### src/rtl/ratio_pll_pkg.sv
package ratio_pll_pkg;

  localparam int CODE_W = 4;

  // Per-cycle edge events handed from control to datapath.
  typedef struct packed {
    logic refTick;
    logic fbTick;
  } tick_t;

  // Pre-divide value applied to the selected reference.
  function automatic int unsigned refDivOf(input logic [CODE_W-1:0] code);
    case (code)
      4'b0000: return 1000;
      4'b0001: return 1001;
      4'b0010: return 11000;
      4'b0011: return 11011;
      4'b0100: return 11000;
      4'b0101: return 4004;
      4'b0110: return 4004;
      4'b0111: return 1000;
      4'b1000: return 250;
      4'b1001: return 253;
      4'b1010: return 92;
      default: return 1;
    endcase
  endfunction

  // Feedback divide value applied to the oscillator clock.
  function automatic int unsigned fbDivOf(input logic [CODE_W-1:0] code);
    case (code)
      4'b0000: return 1000;
      4'b0001: return 1000;
      4'b0010: return 4004;
      4'b0011: return 4000;
      4'b0100: return 4000;
      4'b0101: return 4004;
      4'b0110: return 4000;
      4'b0111: return 1001;
      4'b1000: return 91;
      4'b1001: return 92;
      4'b1010: return 92;
      4'b1011: return 600;
      4'b1100: return 800;
      4'b1101: return 1728;
      4'b1110: return 1716;
      default: return 960;
    endcase
  endfunction

endpackage

### src/rtl/ratio_pll_divider.sv
module ratio_pll_divider
  import ratio_pll_pkg::*;
#(
  parameter int CNT_W  = 14,
  parameter bit USE_FB = 1'b0
) (
  input  logic              clk,
  input  logic              rst,
  input  logic              tick,
  input  logic [CODE_W-1:0] code,
  output logic              wrapStb
);

  localparam logic [CNT_W-1:0] STEP = CNT_W'(1);

  logic [CNT_W-1:0] count;
  logic [CNT_W-1:0] limit;
  logic [CNT_W-1:0] tableVal;
  logic             atLast;

  // Table value for the present code; only taken in at a wrap or in reset.
  always_comb begin
    if (USE_FB) tableVal = CNT_W'(fbDivOf(code));
    else        tableVal = CNT_W'(refDivOf(code));
  end

  assign atLast = (count == limit - STEP);

  always_ff @(posedge clk) begin
    if (rst) begin
      count   <= '0;
      limit   <= tableVal;
      wrapStb <= 1'b0;
    end else begin
      wrapStb <= 1'b0;
      if (tick) begin
        if (atLast) begin
          count   <= '0;
          limit   <= tableVal;
          wrapStb <= 1'b1;
        end else begin
          count <= count + STEP;
        end
      end
    end
  end

endmodule

### src/rtl/ratio_pll_datapath.sv
module ratio_pll_datapath
  import ratio_pll_pkg::*;
#(
  parameter int CNT_W = 14
) (
  input  logic              clk,
  input  logic              rst,
  input  tick_t             ticks,
  input  logic [CODE_W-1:0] code,
  output logic [1:0]        wraps
);

  localparam int N_DIV = 2;

  logic [N_DIV-1:0] tickVec;
  assign tickVec = {ticks.fbTick, ticks.refTick};

  // Lane 0 divides the reference by P, lane 1 the feedback by M.
  for (genvar g = 0; g < N_DIV; g++) begin : g_div
    ratio_pll_divider #(
      .CNT_W (CNT_W),
      .USE_FB(g == 1)
    ) div_i (
      .clk    (clk),
      .rst    (rst),
      .tick   (tickVec[g]),
      .code   (code),
      .wrapStb(wraps[g])
    );
  end

endmodule

### src/rtl/ratio_pll_ctrl.sv
module ratio_pll_ctrl
  import ratio_pll_pkg::*;
(
  input  logic       clk,
  input  logic       rst,
  input  logic       refClk0,
  input  logic       refClk1,
  input  logic       fbClk,
  input  logic       refSel,
  input  logic [1:0] wraps,
  output tick_t      ticks,
  output logic       up,
  output logic       down
);

  logic refLvl;
  logic refPrev;
  logic fbPrev;
  logic upSet;
  logic downSet;

  assign refLvl = refSel ? refClk1 : refClk0;

  // Previous samples track the inputs even in reset, so release
  // does not invent an edge.
  always_ff @(posedge clk) begin
    refPrev <= refLvl;
    fbPrev  <= fbClk;
  end

  always_comb begin
    ticks.refTick = refLvl & ~refPrev;
    ticks.fbTick  = fbClk & ~fbPrev;
  end

  // Phase-frequency detector: set by strobes, cleared when both are set.
  assign upSet   = up | wraps[0];
  assign downSet = down | wraps[1];

  always_ff @(posedge clk) begin
    if (rst) begin
      up   <= 1'b0;
      down <= 1'b0;
    end else if (upSet && downSet) begin
      up   <= 1'b0;
      down <= 1'b0;
    end else begin
      up   <= upSet;
      down <= downSet;
    end
  end

endmodule

### src/rtl/ratio_pll_core.sv
module ratio_pll_core
  import ratio_pll_pkg::*;
#(
  parameter int CNT_W = 14
) (
  input  logic              clk,
  input  logic              rst,
  input  logic              refClk0,
  input  logic              refClk1,
  input  logic              fbClk,
  input  logic              refSel,
  input  logic [CODE_W-1:0] ratioCode,
  output logic              up,
  output logic              down,
  output logic              refStrobe,
  output logic              fbStrobe
);

  tick_t      ticks;
  logic [1:0] wraps;

  ratio_pll_ctrl ctrl_i (
    .clk    (clk),
    .rst    (rst),
    .refClk0(refClk0),
    .refClk1(refClk1),
    .fbClk  (fbClk),
    .refSel (refSel),
    .wraps  (wraps),
    .ticks  (ticks),
    .up     (up),
    .down   (down)
  );

  ratio_pll_datapath #(.CNT_W(CNT_W)) dp_i (
    .clk  (clk),
    .rst  (rst),
    .ticks(ticks),
    .code (ratioCode),
    .wraps(wraps)
  );

  assign refStrobe = wraps[0];
  assign fbStrobe  = wraps[1];

endmodule

### config.mk
export PLATFORM = sky130hd
export DESIGN_NAME = ratio_pll_core
export DESIGN_NICKNAME = d
export VERILOG_FILES = /design/src/rtl/ratio_pll_pkg.sv /design/src/rtl/ratio_pll_divider.sv /design/src/rtl/ratio_pll_datapath.sv /design/src/rtl/ratio_pll_ctrl.sv /design/src/rtl/ratio_pll_core.sv
export SDC_FILE = /design/constraint.sdc
export NUM_CORES = 1
export LEC_CHECK = 0
export ABC_CLOCK_PERIOD_IN_PS = 8500
export BUFFER_PORTS_ARGS = -buffer_cell sky130_fd_sc_hd__buf_2
export CORE_MARGIN = 5
export CORE_UTILIZATION = 40
export DETAILED_ROUTE_END_ITERATION = 12
export PLACE_DENSITY = 0.63
export SYNTH_ARGS = -nofsm -noshare
export SYNTH_HDL_FRONTEND = slang
export SYNTH_SLANG_ARGS = --single-unit
### constraint.sdc
create_clock -name clk -period 8.5 [get_ports clk]
set_input_delay 0.425 -clock clk [delete_from_list [all_inputs] [get_ports clk]]
set_output_delay 0.425 -clock clk [all_outputs]
set_load 0.02 [all_outputs]
# After elaboration in Yosys (flattened, before gate mapping)
# Memories as Yosys holds them, arrays and structs flattened.
# Cells that the tools add are included.
[totals]
mem_bits_rw = 0
input_bits = 10
out_inout_bits = 4
reg_bits = 62
romBits = 400
latch_bits = 0
n_memories = 2
word_cells = 47
[memory_table]
columns = ["name", "words", "width", "rd", "rd_ports_with_merged_regs", "write_ports", "line_no", "rtl"]
rows = [
  ["(no name shown)", 16, 13, 1, 0, 0, "ratio_pll_pkg.sv:13", "case (code)"],
  ["(no name shown)", 16, 12, 1, 0, 0, "ratio_pll_pkg.sv:31", "case (code)"],
]
[classes]
div = 0
bitwise = 8
multipliers = 0
magnitude_cmp = 0
mux = 11
n_eq_ne = 2
n_reduce_logical = 10
addsub = 4
shifts = 0
[ops]
columns = ["op", "count"]
rows = [
  ["$mux 14", 8],
  ["$add 14x1->14 const B", 2],
  ["$eq 14x14->1", 2],
  ["$sub 14x1->14 const B", 2],
  ["$reduce_bool 2->1", 4],
  ["$reduce_or 2->1", 3],
  ["$not 1->1", 4],
  ["$reduce_and 2->1", 2],
  ["$mux 1", 3],
  ["$and 1x1->1", 2],
  ["$or 1x1->1", 2],
  ["$logic_and 1x1->1", 1],
]

# Depth between registers and ports, before layout
[logic_depth]
word_depth = 5
ltp_mapped = 11
ltp_nobuf = 9

# Cells and area by module
# Synthesis repeated with hierarchy kept, for this count alone.
[hier_totals]
cells_unflattened = 397
area_unflattened_um2 = 3682.3
[by_module_without_submodules]
columns = ["mod", "area_each_um2", "n_inst", "cells_per_inst"]
rows = [
  ["ratio_pll_divider (dp_i.g_div[1].div_i)", 1839.3, 1, 195],
  ["ratio_pll_divider (dp_i.g_div[0].div_i)", 1707.9, 1, 191],
  ["ratio_pll_ctrl", 135.1, 1, 11],
]

# Least setup slack after synthesis
# OpenSTA, ideal clock, no wires.
[synth_path]
path_type = "register -> register"
startpoint = "register dp_i.g_div[1].div_i.limit[0]"
endpoint = "register dp_i.g_div[1].div_i.limit[0], enable pin"
period_less_slack_ns = 2.849
arrival_time_ns = 2.543
path_stages_with_launch = 11
setup_slack_ns = 5.651
t_required_ns = 8.194
path_cell_list = "edfxtp_1 > inv_1 > ha_1 > buf_2 > nor3b_2 > a21oi_1 > or4_1 > nor4_2 > o2111ai_2 > o21ai_2 > buf_6"
[synth_between]
elab_chain_len = 4
[synth_lines]
columns = ["element", "line_no", "rtl"]
rows = [
  ["from (decl)", "ratio_pll_divider.sv:17", "logic [CNT_W-1:0] limit;"],
  ["from (signal assigned)", "ratio_pll_divider.sv:32", "limit <= tableVal;"],
  ["from (signal assigned)", "ratio_pll_divider.sv:39", "limit <= tableVal;"],
  ["$sub 14x1->14", "ratio_pll_divider.sv:27", "assign atLast = (count == limit - STEP);"],
  ["$eq 14x14->1", "ratio_pll_divider.sv:27", ""],
  ["$reduce_bool 2->1 (no line)", "-", ""],
  ["$reduce_and 2->1 (no line)", "-", ""],
]
# Every way passes these cells.
# A chain may end at the register's enable or synchronous reset.

# Worst setup path in the final report
[layout_path]
startpoint = "register dp_i.g_div[1].div_i.limit[0]"
endpoint = "register dp_i.g_div[1].div_i.limit[6], enable pin"
# Same word-level chain as after synthesis.

==> results.md <==
- Status: finished, final reports clean
- Chip Height: 101 microns
- Post-synth top flop: dfxtp_1
- FP Rows: 33
- CTS HTree Levels: 3
- EDFF count, synth: 23
- Ratio of cells with drive above 1 in the final layout: 0.120
- Via count: 2495
- Die Area: 0.0102 sq mm
- CTS Buf Count: 9
- WS Path Type: reg2reg
- DRC viols: 0
- Number of global-route vias before repair: 2383
- Ys async rst share: 0
- Register area share after synthesis: 0.413
- Antenna-violating nets left: 0
- Final critical-path required period: 3630 ps
- Xor/xnor share of the synthesized area: 0.150
- Pre-CTS WS: 4850 ps
- Period utilisation layout: 0.427
- DR WL/cell: 13.0 microns
- Area delta synth->final: 10.1%
- CTS root buf: clkbuf_8
- Initial Util: 0.408
- Synth Instances: 357
- Hold buffer count at CTS: 0
- Core box area: 0.00813 sq mm
- Overall Global Routing Usage: 0.133
- Hpwl dp: 4.64 mm
- Slew @ Worst Pin: 1070 ps
- Antenna violations before repair: 0
- Synth Area in Adders: 0.0377
- Syn_nets: 377
- GRT overflow: 0
- Max FO, Critical Path: 23
- Compound-gate portion of the synthesized area: 0.107
- Setup crit end kind: register
- Post-CTS sizing: 0
- Worst IR drop on VDD: 66.8 uV
- Clock Pin Slew Worst Setup and Hold Paths: 60 ps
- Synthesized area: 0.00332 sq mm
- Cell Pwr Density: 168 mW/mm^2
- Fin. Hold Viols: 0
- CTS tree: built
- CP startpoint kind: register
- Hold WS: 214 ps
- Slew Limit Headroom: 0.286
- CTS sink count: 57
- IO buf count: 13
- Die width: 101 microns
- Hold Path Class: in2reg
- Iteration count of the initial detailed-routing pass: 4
- R2r setup slk: 4870 ps
- Warnings from Yosys: 0
- NumNets Final: 391
- Main combinational cell family by area after synthesis: simple AND/OR/NAND/NOR gates
- Leakage: 0.00136 uW
- Final Skew: 8.97 ps
- Total wire length: 6.23 mm
- Fmax achieved: 275 MHz
- Ant. Diodes: 0
- Mux contribution to synthesized area: 0.00942
- Vias per cell: 5.19
- Post-CTS Setup Bufs: 0
- Initial DRC count: 87
- Yosys reg bits: 57
- Setup TNS: 0 ps
- Placer Congestion: 0.821
- RSZ-0062 raised after global routing: false
- I/O pin count: 14
- Max Slew Vio Count: 0
- Maxcap violations: 0
- Final core occ: 0.450
- Final setup viols: 0
- Clk Latency, worst-skew pair: 330 ps
- Largest net degree at the start of global routing: 26
- CP arrival: 3580 ps
- Final worst slack: 4870 ps
- Clock Path Buffers: 2
- Synth Area in Simple Gates: 0.246
- First-pass GRT wire length: 10.8 mm
- Worst endpoint required time: 8440 ps
- Synth cell types: 55
- Mean Syn Cell Area: 9.31 sq um
## cell families after synthesis
kind of cell	count (synthesis)
AO/OA/AOI/OAI	50
XOR/XNOR	57
adder cells (fa/ha/maj)	10
buffers and inverters	27
flip-flops	57
multiplexers	3
AND/OR/NAND/NOR	153
## critical path, cell delays in order, from the launching register on
cell and delay, ps:
edfxtp_1 470, inv_1 90, ha_1 280, nor3b_2 410, a21oi_1 120, or4_1 490, nor4_2 280, o2111ai_2 230
o21ai_2 890
## cell type report
cell class / instances / area [sq um]
inverter: 16 / 60.1
sequential: 57 / 1370
tap: 105 / 131
fill: 784 / 4480
multi-input combinational: 273 / 1830
clock inverter: 3 / 42.5
clock buffer: 13 / 149
timing repair buffer: 14 / 72.6
## synthesized netlist by cell type (all sizes together), types with 3 or more instances
master	instances	share of area
nor2	55	0.063
dfxtp	34	0.20
xor2	30	0.079
nand2	28	0.032
xnor2	27	0.071
edfxtp	23	0.21
o21ai	17	0.029
inv	16	0.018
ha	10	0.038
or4	10	0.026
a21oi	9	0.014
nand3	9	0.014
nand4	8	0.015
nor3	8	0.014
and3	6	0.011
clkbuf	6	0.0068
nand3b	6	0.014
buf	5	0.011
nor4	5	0.013
a31oi	4	0.0075
a211oi	3	0.0068
nand2b	3	0.0057
o211ai	3	0.0068
## per-stage QoR
stage	instances	cell area (sq um)	total power [uW]
after floorplan	357	3320	363
after global placement	465	3470	376
after detailed placement	465	3470	378
after CTS	481	3660	624
after global routing	481	3660	645
final	481	3660	615
## state kept, by name, summed over array words and instances, names as in the netlist
register,flops
ctrl_i.fbPrev,1
ctrl_i.refPrev,1
ctrl_i.up,1
ctrl_i.down,1
dp_i.g_div.div_i.wrapStb,2
dp_i.g_div.div_i.limit,23
dp_i.g_div.div_i.count,28
## routing by layer
metal  global-route usage  wire length, microns  part of all wire  up-vias
met5                    0                     0                 0        -
met2                0.205                  2800              0.45       53
li1                     -                     -                 -     1289
met1                0.177                  3040              0.49     1147
met4               0.0583                    58            0.0093        0
met3               0.0351                   331             0.053        6
## cells in the final DEF (no fill, tap or decap), drive strengths merged, types with 3 or more instances in the layout
master | Yosys | routed
nand2b | 3 | 3
edfxtp | 23 | 23
nor3 | 8 | 8
a211oi | 3 | 3
nand4 | 8 | 8
nand3 | 9 | 9
o21ai | 17 | 17
xnor2 | 27 | 27
a21oi | 9 | 9
ha | 10 | 10
nor4 | 5 | 5
buf | 5 | 14
inv | 16 | 16
nor2 | 55 | 55
dfxtp | 34 | 34
xor2 | 30 | 30
a31oi | 4 | 4
nand3b | 6 | 6
o211ai | 3 | 3
or4 | 10 | 10
nand2 | 28 | 28
and3 | 6 | 6
clkbuf | 6 | 13
## power breakdown
group,internal [uW],total [uW],leakage [uW],switching [uW]
clock,143,243,0.0000936,100
sequential,297,311,0.000498,14.2
combinational,25.7,60.2,0.000772,34.5
## worst paths after layout
path                                                     end  cells past startpoint                         start
worst max-delay path            dp_i.g_div[1].div_i.limit[6]                      8  dp_i.g_div[1].div_i.limit[0]
worst min register to register                   ctrl_i.down                      1   dp_i.g_div[0].div_i.wrapStb
worst max register to register  dp_i.g_div[1].div_i.limit[6]                      8  dp_i.g_div[1].div_i.limit[0]
worst min-delay path                           ctrl_i.fbPrev                      1                         fbClk
No activity file was read; power rests on OpenSTA's default activity.
